`config.mk`:
```
export PLATFORM = sky130hd
export DESIGN_NAME = dram_burst_seq
export DESIGN_NICKNAME = d
export VERILOG_FILES = /design/src/rtl/dbs_pkg.sv /design/src/rtl/dbs_ras_timer.sv /design/src/rtl/dbs_burst_gen.sv /design/src/rtl/dbs_fsm.sv /design/src/rtl/dram_burst_seq.sv
export SDC_FILE = /design/constraint.sdc
export NUM_CORES = 1
export LEC_CHECK = 0
export ABC_AREA = 1
export CAP_MARGIN = 20
export CORE_ASPECT_RATIO = 1.2
export CORE_MARGIN = 5
export CORE_UTILIZATION = 48
export CTS_CLUSTER_SIZE = 25
export DETAILED_ROUTE_END_ITERATION = 8
export HOLD_SLACK_MARGIN = 0.02
export PLACE_DENSITY = 0.76
export SYNTH_ARGS = -nofsm -noshare
export SYNTH_HDL_FRONTEND = slang
export SYNTH_SLANG_ARGS = --single-unit
```
`constraint.sdc`:
```
create_clock -name clk -period 2.39 [get_ports clk]
set_clock_uncertainty 0.2 [all_clocks]
set_input_delay 0.239 -clock clk [delete_from_list [all_inputs] [get_ports clk]]
set_output_delay 0.239 -clock clk [all_outputs]
set_load 0.01 [all_outputs]
```
`src/rtl/dbs_pkg.sv`:
```
package dbs_pkg;

  typedef enum logic [3:0] {
    ST_IDLE,
    ST_ACT,
    ST_RCD,
    ST_COL,
    ST_CL,
    ST_BURST,
    ST_RAS,
    ST_PRE,
    ST_RP
  } seq_state_t;

endpackage

```
`src/rtl/dbs_ras_timer.sv`:
```
module dbs_ras_timer #(
  parameter int T_RAS = 14
) (
  input  logic clk,
  input  logic rst_n,
  input  logic arm,
  output logic ras_ok_next
);

  localparam int CW = $clog2(T_RAS + 1);
  localparam logic [CW-1:0] LOAD_VAL = CW'(T_RAS - 1);

  logic [CW-1:0] cnt_q;
  logic [CW-1:0] cnt_d;
  logic          cnt_en;

  always_comb begin
    cnt_en = arm || (cnt_q != '0);
    cnt_d  = arm ? LOAD_VAL : cnt_q - 1'b1;
  end

  always_ff @(posedge clk or negedge rst_n) begin
    if (!rst_n) begin
      cnt_q <= '0;
    end else if (cnt_en) begin
      cnt_q <= cnt_d;
    end
  end

  // the row may close in the next cycle once at most one cycle remains
  assign ras_ok_next = (cnt_q <= CW'(1));

  a_r7_timer_loaded: assert property (@(posedge clk) disable iff (!rst_n)
    arm |=> (cnt_q == LOAD_VAL));

endmodule

```
`src/rtl/dbs_burst_gen.sv`:
```
module dbs_burst_gen #(
  parameter int COL_W = 10,
  parameter int BL_W  = 16
) (
  input  logic             clk,
  input  logic             rst_n,
  input  logic             load,
  input  logic [COL_W-1:0] col_start,
  input  logic [BL_W-1:0]  beats,
  input  logic             step,
  output logic [COL_W-1:0] beat_col,
  output logic             last
);

  logic [COL_W-1:0] col_q;
  logic [COL_W-1:0] col_d;
  logic [BL_W-1:0]  left_q;
  logic [BL_W-1:0]  left_d;
  logic             gen_en;

  always_comb begin
    gen_en = load || step;
    if (load) begin
      col_d  = col_start;
      left_d = beats - 1'b1;
    end else begin
      col_d  = col_q + 1'b1;
      left_d = (left_q != '0) ? left_q - 1'b1 : left_q;
    end
  end

  always_ff @(posedge clk or negedge rst_n) begin
    if (!rst_n) begin
      col_q  <= '0;
      left_q <= '0;
    end else if (gen_en) begin
      col_q  <= col_d;
      left_q <= left_d;
    end
  end

  assign beat_col = col_q;
  assign last     = (left_q == '0);

  a_r6_col_increments: assert property (@(posedge clk) disable iff (!rst_n)
    (step && !last) |=> (beat_col == $past(beat_col) + COL_W'(1)));

  a_r5_load_not_in_burst: assert property (@(posedge clk) disable iff (!rst_n)
    !(load && step));

endmodule

```
`src/rtl/dbs_fsm.sv`:
```
module dbs_fsm
  import dbs_pkg::*;
#(
  parameter int ROW_W = 14,
  parameter int COL_W = 10,
  parameter int BL_W  = 16,
  parameter int T_RCD = 5,
  parameter int T_CL  = 5,
  parameter int T_RAS = 14,
  parameter int T_RP  = 5,
  parameter int AW    = (ROW_W > COL_W) ? ROW_W : COL_W
) (
  input  logic             clk,
  input  logic             rst_n,
  input  logic             start,
  input  logic [ROW_W-1:0] row_in,
  input  logic [COL_W-1:0] col_in,
  input  logic             wr_in,
  input  logic [BL_W-1:0]  len_in,
  input  logic             ras_ok_next,
  input  logic             burst_last,
  output logic             cmd_act,
  output logic             cmd_col,
  output logic             cmd_pre,
  output logic [AW-1:0]    cmd_addr,
  output logic             cmd_we,
  output logic             data_valid,
  output logic             busy,
  output logic             done,
  output logic             burst_load,
  output logic [COL_W-1:0] col_q_o,
  output logic [BL_W-1:0]  len_q_o
);

  localparam int TMAX = (T_RCD > T_CL) ? ((T_RCD > T_RP) ? T_RCD : T_RP)
                                       : ((T_CL > T_RP) ? T_CL : T_RP);
  localparam int PW = $clog2(TMAX + 1);
  localparam logic [PW-1:0] LD_RCD = PW'((T_RCD > 1) ? T_RCD - 2 : 0);
  localparam logic [PW-1:0] LD_CL  = PW'((T_CL  > 1) ? T_CL  - 2 : 0);
  localparam logic [PW-1:0] LD_RP  = PW'((T_RP  > 1) ? T_RP  - 2 : 0);

  seq_state_t state_q, state_d;
  logic [PW-1:0]    ph_q, ph_d;
  logic             ph_en;
  logic [ROW_W-1:0] row_q;
  logic [COL_W-1:0] col_q;
  logic             wr_q;
  logic [BL_W-1:0]  len_q;
  logic             accept;
  logic             done_d, done_q;

  // next-state logic
  always_comb begin
    state_d = state_q;
    ph_d    = (ph_q != '0) ? ph_q - 1'b1 : ph_q;
    ph_en   = 1'b0;
    accept  = 1'b0;
    done_d  = 1'b0;
    unique case (state_q)
      ST_IDLE: begin
        if (start) begin
          accept  = 1'b1;
          state_d = ST_ACT;
        end
      end
      ST_ACT: begin
        if (T_RCD > 1) begin
          state_d = ST_RCD;
          ph_d    = LD_RCD;
          ph_en   = 1'b1;
        end else begin
          state_d = ST_COL;
        end
      end
      ST_RCD: begin
        ph_en = 1'b1;
        if (ph_q == '0) state_d = ST_COL;
      end
      ST_COL: begin
        if (T_CL > 1) begin
          state_d = ST_CL;
          ph_d    = LD_CL;
          ph_en   = 1'b1;
        end else begin
          state_d = ST_BURST;
        end
      end
      ST_CL: begin
        ph_en = 1'b1;
        if (ph_q == '0) state_d = ST_BURST;
      end
      ST_BURST: begin
        if (burst_last) state_d = ras_ok_next ? ST_PRE : ST_RAS;
      end
      ST_RAS: begin
        if (ras_ok_next) state_d = ST_PRE;
      end
      ST_PRE: begin
        if (T_RP > 1) begin
          state_d = ST_RP;
          ph_d    = LD_RP;
          ph_en   = 1'b1;
        end else begin
          state_d = ST_IDLE;
          done_d  = 1'b1;
        end
      end
      ST_RP: begin
        ph_en = 1'b1;
        if (ph_q == '0) begin
          state_d = ST_IDLE;
          done_d  = 1'b1;
        end
      end
      default: state_d = ST_IDLE;
    endcase
  end

  // registers
  always_ff @(posedge clk or negedge rst_n) begin
    if (!rst_n) begin
      state_q <= ST_IDLE;
      done_q  <= 1'b0;
    end else begin
      state_q <= state_d;
      done_q  <= done_d;
    end
  end

  always_ff @(posedge clk or negedge rst_n) begin
    if (!rst_n) begin
      ph_q <= '0;
    end else if (ph_en) begin
      ph_q <= ph_d;
    end
  end

  always_ff @(posedge clk or negedge rst_n) begin
    if (!rst_n) begin
      row_q <= '0;
      col_q <= '0;
      wr_q  <= 1'b0;
      len_q <= '0;
    end else if (accept) begin
      row_q <= row_in;
      col_q <= col_in;
      wr_q  <= wr_in;
      len_q <= (len_in == '0) ? BL_W'(1) : len_in;
    end
  end

  // outputs decoded from state
  always_comb begin
    cmd_act    = (state_q == ST_ACT);
    cmd_col    = (state_q == ST_COL);
    cmd_pre    = (state_q == ST_PRE);
    cmd_we     = cmd_col && wr_q;
    data_valid = (state_q == ST_BURST);
    busy       = (state_q != ST_IDLE);
    burst_load = cmd_col;
    cmd_addr   = '0;
    if (cmd_act) cmd_addr = AW'(row_q);
    if (cmd_col) cmd_addr = AW'(col_q);
  end

  assign done    = done_q;
  assign col_q_o = col_q;
  assign len_q_o = len_q;

  // cycle distances since each command, for the timing properties
  localparam int SCW = 16;
  logic [SCW-1:0] since_act, since_col, since_pre;

  always_ff @(posedge clk or negedge rst_n) begin
    if (!rst_n) begin
      since_act <= '0;
      since_col <= '0;
      since_pre <= '0;
    end else begin
      since_act <= cmd_act ? SCW'(1) : ((&since_act) ? since_act : since_act + 1'b1);
      since_col <= cmd_col ? SCW'(1) : ((&since_col) ? since_col : since_col + 1'b1);
      since_pre <= cmd_pre ? SCW'(1) : ((&since_pre) ? since_pre : since_pre + 1'b1);
    end
  end

  a_r3_col_after_rcd: assert property (@(posedge clk) disable iff (!rst_n)
    cmd_col |-> (since_act == SCW'(T_RCD)));

  a_r4_we_only_with_col: assert property (@(posedge clk) disable iff (!rst_n)
    cmd_we |-> cmd_col);

  a_r5_data_after_cl: assert property (@(posedge clk) disable iff (!rst_n)
    $rose(data_valid) |-> (since_col == SCW'(T_CL)));

  a_r7_row_open_long_enough: assert property (@(posedge clk) disable iff (!rst_n)
    cmd_pre |-> (since_act >= SCW'(T_RAS)));

  a_r8_done_after_rp: assert property (@(posedge clk) disable iff (!rst_n)
    done |-> (since_pre == SCW'(T_RP)) && !busy);

  a_r8_done_single: assert property (@(posedge clk) disable iff (!rst_n)
    done |=> !done);

  a_r9_no_act_while_busy: assert property (@(posedge clk) disable iff (!rst_n)
    (busy && start) |=> !cmd_act);

  a_r2_one_command: assert property (@(posedge clk) disable iff (!rst_n)
    $onehot0({cmd_act, cmd_col, cmd_pre}));

endmodule

```
`src/rtl/dram_burst_seq.sv`:
```
module dram_burst_seq #(
  parameter int ROW_W = 14,
  parameter int COL_W = 10,
  parameter int BL_W  = 16,
  parameter int T_RCD = 5,
  parameter int T_CL  = 5,
  parameter int T_RAS = 14,
  parameter int T_RP  = 5,
  parameter int AW    = (ROW_W > COL_W) ? ROW_W : COL_W
) (
  input  logic             clk,
  input  logic             rst_n,
  input  logic             start,
  input  logic [ROW_W-1:0] row_addr,
  input  logic [COL_W-1:0] col_addr,
  input  logic             wr_req,
  input  logic [BL_W-1:0]  burst_len,
  output logic             cmd_act,
  output logic             cmd_col,
  output logic             cmd_pre,
  output logic [AW-1:0]    cmd_addr,
  output logic             cmd_we,
  output logic             data_valid,
  output logic [COL_W-1:0] beat_col,
  output logic             busy,
  output logic             done
);

  logic [1:0]       rst_sync_q;
  logic             rst_int_n;
  logic             ras_ok_next;
  logic             burst_last;
  logic             burst_load;
  logic [COL_W-1:0] col_q;
  logic [BL_W-1:0]  len_q;

  // reset asserts at once and leaves in step with the clock
  always_ff @(posedge clk or negedge rst_n) begin
    if (!rst_n) begin
      rst_sync_q <= '0;
    end else begin
      rst_sync_q <= {rst_sync_q[0], 1'b1};
    end
  end
  assign rst_int_n = rst_sync_q[1];

  dbs_fsm #(
    .ROW_W(ROW_W), .COL_W(COL_W), .BL_W(BL_W),
    .T_RCD(T_RCD), .T_CL(T_CL), .T_RAS(T_RAS), .T_RP(T_RP), .AW(AW)
  ) u_fsm (
    .clk        (clk),
    .rst_n      (rst_int_n),
    .start      (start),
    .row_in     (row_addr),
    .col_in     (col_addr),
    .wr_in      (wr_req),
    .len_in     (burst_len),
    .ras_ok_next(ras_ok_next),
    .burst_last (burst_last),
    .cmd_act    (cmd_act),
    .cmd_col    (cmd_col),
    .cmd_pre    (cmd_pre),
    .cmd_addr   (cmd_addr),
    .cmd_we     (cmd_we),
    .data_valid (data_valid),
    .busy       (busy),
    .done       (done),
    .burst_load (burst_load),
    .col_q_o    (col_q),
    .len_q_o    (len_q)
  );

  dbs_ras_timer #(.T_RAS(T_RAS)) u_ras (
    .clk        (clk),
    .rst_n      (rst_int_n),
    .arm        (cmd_act),
    .ras_ok_next(ras_ok_next)
  );

  dbs_burst_gen #(.COL_W(COL_W), .BL_W(BL_W)) u_burst (
    .clk      (clk),
    .rst_n    (rst_int_n),
    .load     (burst_load),
    .col_start(col_q),
    .beats    (len_q),
    .step     (data_valid),
    .beat_col (beat_col),
    .last     (burst_last)
  );

  a_r1_quiet_in_reset: assert property (@(posedge clk)
    !rst_int_n |-> !busy && !done && !data_valid);

endmodule

```
Yosys cells after proc, flatten, opt, wreduce, memory -nomap -nowiden
Index checks and enable logic that the tools add are counted.
Operators by class
  add/subtract/negate cells: 5
  $lt $le $gt $ge: 1
  equality and inequality tests: 14
  muxes and demuxes: 22
  reductions and logical operators: 18
Operators by type and width (number)
  2-to-1 mux 16 bit: 3
  case mux 4 bit (9 select lines): 1
  zero test 16 bit: 2
  subtractor 16 x 1 -> 16 bit, second input constant: 2
  2-to-1 mux 14 bit: 2
  2-to-1 mux 4 bit: 7
  == test 4 x 3 -> 1 bit, second input constant: 4
  nonzero test 16 bit: 1
  adder 10 x 1 -> 10 bit, second input constant: 1
  2-to-1 mux 10 bit: 1
  == test 4 x 2 -> 1 bit, second input constant: 2
  != test 2 x 1 -> 1 bit, second input constant: 4
  nonzero test 4 bit: 2
  2-to-1 mux 1 bit: 6
  2-to-1 mux 3 bit: 2
  AND reduction 6 bit: 1
  OR reduction 6 bit: 1
  == test 4 x 1 -> 1 bit, second input constant: 1
  == test 4 bit, second input constant: 1
  <= comparator 4 x 1 -> 1 bit, second input constant: 1
  zero test 4 bit: 1
  != test 2 bit, second input constant: 2
  AND reduction 2 bit: 2
  nonzero test 2 bit: 2
  other kinds (7): 8
Storage, ports and cells
  flip-flop bits (word level): 81
  logic and storage cells: 71

Longest topological paths before layout
Gate-level depths: netlist (run 1).
  word-level depth: 4
  gate-level depth with buffers: 16

Modules after synthesis
A second synthesis (run 1) with hierarchy kept.
Unflattened totals
  cell total of the unflattened synthesis: 559
  area total of the unflattened synthesis: 4508.1 sq um
By module, submodules not included
  dbs_fsm: instances 1, cells each 230, area an instance 2337.2 sq um, seq. area each 1226.2 sq um
  dbs_burst_gen: instances 1, cells each 295, area an instance 1878.1 sq um, seq. area each 650.6 sq um
  dbs_ras_timer: instances 1, cells each 31, area an instance 239.0 sq um, seq. area each 100.1 sq um
  dram_burst_seq: instances 1, cells each 3, area an instance 53.8 sq um, seq. area each 50.0 sq um

Least setup slack after synthesis (run 1)
OpenSTA, ideal clock, no wires.
  path type: register to register
  from: reg u_fsm.state_q[1]
  to: reg u_burst.left_q[12]
  library setup time: 0.117 ns
  arrival: 1.743 ns
  data required time: 2.073 ns
  setup slack: 0.331 ns
  stages on the path, launching flop included: 17
  buffers on the path: 1
  clock period less this slack: 2.059 ns
  cell sequence: dfrtp_1 nand2_4 inv_6 nand2_8 buf_6 nand2_1 nand2_1 ha_1 nand3_1 inv_2 nand2_1 nor2_4 nand2_1 nand2_1 nand2_1 nand2_1 nand2_1
Between the ends
  longest elaborated chain between the ends: 3
Ends and longest elaborated chain
  start, declared: RTL line dbs_fsm.sv:42  | seq_state_t state_q, state_d;
  start signal, assigned: RTL line dbs_fsm.sv:125  | state_q <= state_d;
  == test 4 x 2 -> 1 bit / == test 4 x 3 -> 1 bit (equally long branches): RTL line dbs_fsm.sv:155, dbs_fsm.sv:158
  nonzero test 2 bit (no line) / logical OR 1 bit (equally long branches)
  AND reduction 2 bit (no line)
  end signal, assigned: RTL line dbs_burst_gen.sv:38  | left_q <= left_d;
  end, declared: RTL line dbs_burst_gen.sv:17  | logic [BL_W-1:0] left_q;
Parallel ways exist; a longest one is shown, timed or not.
A chain may end at the register's enable or synchronous reset.

Worst setup path after layout (run 1)
  from: reg u_fsm.state_q[3]
  to: out busy
Between the ends
  longest elaborated chain between the ends: 1
Ends and longest elaborated chain
  nonzero test 4 bit: RTL line dbs_fsm.sv:159  | busy = (state_q != ST_IDLE);
  end, declared: RTL line dram_burst_seq.sv:25  | output logic busy,
Every way passes these cells.

==> impl_results.md, run 1 <==
- Die Y: 115.0 um
- Post-route ant nets: 0
- Area Growth Syn to Fin: 29.28%
- Post-synth ARST share: 1.000
- Post-synth EDFFs: 0
- Seq/Total Area, Yosys: 0.4597
- Post-detail-place hpwl: 7.906 mm
- CP Capture Type: output port
- H-tree depth: 3
- Slew HR: 0.6488
- Clock transition at the registers of the reported paths: 0.07 ns
- First-pass GRT wire length: 18.64 mm
- Post-synthesis cell type with the largest combined area: dfrtp_1
- Final Worst Setup Slack: 0.07024 ns
- Flops & latches, synth: 81
- WHS: 0.1128 ns
- ANT cells: 0
- Clk root buf: clkbuf_8
- Num Clock Sinks: 81
- Leakage: 2.862 nW
- Crit path launch type: flop
- Synth Flop Type: dfrtp_1
- Reg2reg end: u_burst.left_q[5]
- Worst Setup SP: u_fsm.state_q[3]
- Worst Path Required: 1.95 ns
- Hold Path Class: reg -> async
- Synth top area cells: dfrtp_1 46%, nand2_1 13%, mux2_2 6.9%, inv_1 5.1%, nand3_1 5.1%
- Core footprint: 0.009034 sq mm
- Synth Warn #: 0
- 1st-iter DRT viols: 150
- Slew @ Worst Pin: 0.5267 ns
- CTS max path bufs: 2
- Endpoints failing setup: 0
- DRC: 0
- Worst slack, placed: 0.1041 ns
- Fillers: 801
- # IOs: 75
- Period utilization: 0.9706
- Syn Nets: 589
- Slew Limit Fails: 0
- Grt total ovfl: 0
- Cells after synthesis: 539
- Status: finished clean
- Final min period: 2.320 ns
- Via/cell ratio: 5.147
- Vias in the first global route: 4142
- Fraction of layout cells with a size suffix above 1: 0.1729
- Die Area: 0.01121 sq mm
- Total power: 7.709 mW
- P per Cell Area: 1352 mW/mm^2
- GPL Wtd Cong: 0.9203
- Max Fanout on Critical Path: 14
- F_max: 0.4311 GHz
- Die width: 97.49 um
- PortBufs: 74
- CTS Buf Count: 9
- GRT Util Overall: 0.2051
- Post-DR wirelength/cell: 14.62 um
- Max-cap violation count: 0
- Post-synth top area share: 0.4597
- R2r startpoint: u_fsm.state_q[0]
- Initial Util: 0.4881
- CP endpoint: busy
- Nets: 688
- CP Class: reg -> out
- Final wirelength: 11.14 mm
- RSZ-0062 raised after global routing: yes
- DR pass1 iterations: 4
- Peak VDD IR: 659.8 uV
- Initial antenna violation count: 0
- Largest net degree at the start of global routing: 42
- Vias: 3922
- Mean area per synthesized cell: 8.180 sq um
- Worst EP arrival: 1.88 ns
- CTS tree: built
- Count of cell types in the netlist: 33
- Worst reg2reg setup slack: 0.19 ns
- Final Hold Viols: 0
- Worst-Skew Late Latency: 0.35 ns
- Worst r2r path cells: 12
- Row cnt: 38
- Synthesized area: 0.004409 sq mm
[worst max-delay path, cell delays in order, from the launching register on]
cell             delay [ns]
dfrtp_2                0.46
nor2_4                 0.22
buf_4                  0.27
nand2_1                0.10
clkdlybuf4s50_1        0.49
[area by class of cell]
| class | instances | area [sq um] | area share |
|---|---|---|---|
| timing repair buffer | 102 | 972.2 | 0.1705 |
| clock buffer | 12 | 155.1 | 0.02722 |
| timing repair inverter | 1 | 7.507 | 0.001317 |
| tap | 120 | 150.1 | 0.02634 |
| inverter | 65 | 265.3 | 0.04653 |
| sequential | 81 | 2033 | 0.3567 |
| multi-input combinational | 378 | 2077 | 0.3644 |
| clock inverter | 3 | 40.04 | 0.007024 |
[synth_stat cells (2+ instances only)]
cell type  count
a21oi_1       12
buf_2          9
buf_6          2
clkbuf_1       4
dfrtp_1       81
ha_1           6
inv_1         60
inv_2          4
mux2_2        27
nand2_1      156
nand2_2        7
nand2_4        3
nand3_1       45
nand3_2        2
nand4_1        9
nor2_1        39
nor2_2         7
nor2_4         3
nor3_1         3
nor4_1         4
o211ai_1       5
o21ai_0       28
o221ai_1       4
xnor2_1        4
xor2_1         7
[logic make-up (layout without fill, tap and decap cells)]
group | after synthesis | count (layout) | share of synthesized area
XOR/XNOR | 11 | 11 | 0.02185
buffers and inverters | 81 | 183 | 0.07690
other | 1 | 1 | 0.0008505
flip-flops | 81 | 81 | 0.4597
multiplexers | 27 | 27 | 0.06896
AND/OR/NAND/NOR | 280 | 281 | 0.2877
adder cells (fa/ha/maj) | 6 | 6 | 0.01703
AO/OA/AOI/OAI | 52 | 52 | 0.06697
[placed cells by master, fill, tap and decap left out, drive strengths merged]
cell,n
nand2,168
dfrtp,81
inv,63
clkdlybuf4s50,59
nor2,50
nand3,47
o21ai,29
mux2,27
buf,27
dlygate4sd2,13
a21oi,12
clkbuf,12
nand4,9
xor2,7
ha,6
o211ai,5
nor4,4
xnor2,4
o221ai,4
nor3,3
clkinv,3
clkinvlp,2
a22oi,1
a31oi,1
bufinv,1
dlygate4sd3,1
clkdlybuf4s15,1
dlymetal6s2s,1
conb,1
[sequential cells by signal, indices dropped and copies added (netlist names)]
name              flops
rst_sync_q            2
u_burst.beat_col     10
u_burst.left_q       16
u_fsm.col_q_o        10
u_fsm.done            1
u_fsm.len_q_o        16
u_fsm.ph_q            3
u_fsm.row_q          14
u_fsm.state_q         4
u_fsm.wr_q            1
u_ras.cnt_q           4
[report_power, final]
group | leakage, nW | internal, mW | switching [mW]
combinational | 1.78 | 1.78 | 2.43
clock | 0.102 | 0.531 | 0.477
sequential | 0.976 | 2.02 | 0.474
[timing repair]
| item | CTS | global route |
|---|---|---|
| buffers inserted | 8 | 6 |
| gates resized for setup | 21 | 13 |
| endpoints found under the hold margin | 2 | 0 |
| hold buffers | 1 | 0 |
| pin swaps | 2 | 6 |
| endpoints found under the setup margin | 14 | 11 |
| gates cloned | 1 | 1 |
[how the worst min path moves through the flow]
stage,end,from,cells past startpoint
after floorplan,rst_sync_q[0],rst_n,0
after global placement,u_fsm.row_q[10],rst_sync_q[1],0
after detailed placement,u_fsm.row_q[10],rst_sync_q[1],0
after CTS,u_fsm.ph_q[2],rst_sync_q[1],0
after global routing,u_fsm.done,rst_sync_q[1],0
final,u_fsm.ph_q[0],rst_sync_q[1],0
[layer usage]
layer	wire (um)	part of all wire	global-route usage	up-vias
met4	412	0.037	0.1006	0
met1	4449	0.40	0.2291	1859
met5	0	0	0	-
met2	5693	0.51	0.3635	105
li1	-	-	-	1927
met3	582	0.052	0.05522	31
[metrics by stage]
stage,std cells,utilization,area (sq um),setup TNS [ns]
after floorplan,539,-,4410,0
after global placement,730,0.5907,5336,0
after detailed placement,730,0.5907,5336,0
after CTS,755,0.6208,5608,0
after global routing,762,0.6310,5700,-0.05868
final,762,0.6310,5700,0
Note: power is estimated with default switching activity, not from simulation.
==> run 2: changes to the inputs <==
--- a/config.mk
+++ b/config.mk
@@ -9,11 +9,12 @@
 export CAP_MARGIN = 20
 export CORE_ASPECT_RATIO = 1.2
 export CORE_MARGIN = 5
-export CORE_UTILIZATION = 48
+export CORE_UTILIZATION = 57
 export CTS_CLUSTER_SIZE = 25
 export DETAILED_ROUTE_END_ITERATION = 8
+export DONT_BUFFER_PORTS = 1
 export HOLD_SLACK_MARGIN = 0.02
-export PLACE_DENSITY = 0.76
+export PLACE_DENSITY = 0.75
 export SYNTH_ARGS = -nofsm -noshare
 export SYNTH_HDL_FRONTEND = slang
 export SYNTH_SLANG_ARGS = --single-unit
==> run 2 against run 1 <==
  * Count of clock-buffer cells in the layout fell by 3
  * First-iteration DRC count is 43% higher
  * Routed wire length shrank 0.15%
  * Critical path depth rose by 2
  * Total power fell by 7.0%
  * Die area decreased by 14%
  * Register-to-register slack is essentially flat
  * Cell count fell by 9.6%
  * Flip-flop and latch count unchanged
  * Fmax increased by 2.2%
  * Final area is 8.3% lower
  * Sequential share of layout area up 3.2 points
==> impl_results.md, run 2 (synthesis results as in run 1) <==
- Leakage: 2.602 nW
- Hold Path Class: reg -> async
- Nets: 642
- F_max: 0.4407 GHz
- Non-Filler Instances: 689
- Num Clock Sinks: 81
- GRT Util Overall: 0.2425
- WHS: 0.08715 ns
- RSZ-0062 raised after global routing: yes
- Post-detail-place hpwl: 7.398 mm
- Initial antenna violation count: 0
- CP max stage cell: dfrtp_1
- CP Capture Type: output port
- CP Class: reg -> out
- CTS max path bufs: 2
- Initial Util: 0.5787
- ANT cells: 0
- Period utilization: 0.9494
- R2r startpoint: u_fsm.state_q[0]
- Max-cap violation count: 0
- Worst Path Required: 1.95 ns
- CTS tree: built
- Clk root buf: clkbuf_8
- Crit path launch type: flop
- Area of the multi-input gates: 0.002046 sq mm
- Vias: 3786
- Sequential Area: 0.002032 sq mm
- Fillers: 585
- Peak VDD IR: 1080 uV
- Core footprint: 0.007620 sq mm
- P per Cell Area: 1372 mW/mm^2
- CTS Buf Count: 9
- Grt total ovfl: 0
- Fraction of layout cells with a size suffix above 1: 0.1541
- Row cnt: 35
- Area Growth Syn to Fin: 18.56%
- Via/cell ratio: 5.495
- 1st-iter DRT viols: 215
- Worst path top cell family by delay: simple AND/OR/NAND/NOR gates
- Worst Setup SP: u_fsm.state_q[3]
- Post-DR wirelength/cell: 16.14 um
- Worst-Skew Late Latency: 0.35 ns
- Placed inst area: 0.004546 sq mm
- H-tree depth: 3
- Final Hold Viols: 0
- Worst slack, placed: 0.1814 ns
- Total power: 7.173 mW
- # IOs: 75
- Status: finished clean
- Slew Limit Fails: 0
- Max incr delay on CP: 0.46 ns
- Final min period: 2.269 ns
- DR pass1 iterations: 4
- Die Y: 106.3 um
- Slew HR: 0.4564
- Inst Count DP: 626
- Final Worst Setup Slack: 0.1210 ns
- First-pass GRT wire length: 18.78 mm
- Largest net degree at the start of global routing: 47
- Final wirelength: 11.12 mm
- Post-route ant nets: 0
- DRC: 0
- GPL Wtd Cong: 0.8607
- CP bufs+invs: 2
- Vias in the first global route: 4069
- Die Area: 0.009602 sq mm
- Design area: 0.005228 sq mm
- Endpoints failing setup: 0
- Cell Chain, Critical Path: nor2_4, nand2_1, clkinvlp_4, buf_12, nand2_1, nand2_1
- Top cell by count, worst path: nand2_1
- Clock transition at the registers of the reported paths: 0.09 ns
- Die width: 90.29 um
- Most frequent cells in the layout: 155 x nand2_1, 79 x dfrtp_1, 59 x inv_1
- PortBufs: 0
- Max Fanout on Critical Path: 9
- Most common cell after layout, fill and taps aside: nand2_1
- Worst EP arrival: 1.83 ns
- Slew @ Worst Pin: 0.8080 ns
run 2: cell types whose count changed in the layout (fill, tap and decap cells not counted), moves of 3 or more:
cell / before / now
clkdlybuf4s50_1: 59 / 0
dlygate4sd3_1: 1 / 43
dlygate4sd2_1: 13 / 0
buf_4: 23 / 12
nand2_1: 151 / 155
nand2_2: 12 / 8
clkinvlp_4: 2 / 5
inv_6: 0 / 3
run 2: final timing paths:
| path | depth (start not counted) | end | slack, ns |
|---|---|---|---|
| worst max-delay path | 6 | cmd_addr[8] | 0.12 |
| worst min-delay path | 0 | u_fsm.col_q_o[7] | 0.09 |
| worst max register to register | 14 | u_burst.left_q[15] | 0.20 |
| worst min register to register | 0 | u_fsm.col_q_o[7] | 0.09 |
| max in group asynchronous | 1 | u_fsm.len_q_o[15] | 1.30 |
| min in group clk | 3 | u_fsm.wr_q | 0.09 |
run 2: repair_timing:
item | 4_1_cts | 5_1_grt
setup endpoints to repair | 2 | 19
hold endpoints to repair | 43 | 0
resized for setup | 1 | 2
setup buffers | 0 | 4
pin swaps | 0 | 1
hold buffers | 43 | 0
run 2: stage by stage:
| stage | TNS [ns] | util |
|---|---|---|
| 6_report | 0 | 0.6860 |
| 5_1_grt | -0.06312 | 0.6860 |
| 4_1_cts | 0 | 0.6800 |
| 3_5_place_dp | 0 | 0.5966 |
| 3_3_place_gp | 0 | 0.5966 |
| 2_1_floorplan | 0 | - |
run 2: where the power goes:
part | internal [mW] | total [mW] | switching, mW
registers | 2.01 | 2.54 | 0.529
clock network | 0.490 | 1.03 | 0.540
logic | 1.37 | 3.60 | 2.23
run 2: layout make-up:
class / instances / share of cell area
Tap cell: 92 / 0.02202
Timing Repair Buffer: 58 / 0.1111
Clock buffer: 9 / 0.02370
Multi-Input combinational cell: 377 / 0.3913
Clock inverter: 7 / 0.01484
Sequential cell: 81 / 0.3887
Inverter: 65 / 0.04835
run 2: routing by layer:
layer  wire [um]  up-vias  global-route usage  share of wire
li1            -     1846                   -              -
met1        4421     1804              0.2738           0.40
met2        5664      105              0.4189           0.51
met3         572       31             0.06016          0.051
met4         462        0              0.1319          0.042
met5           0        -                   0              0
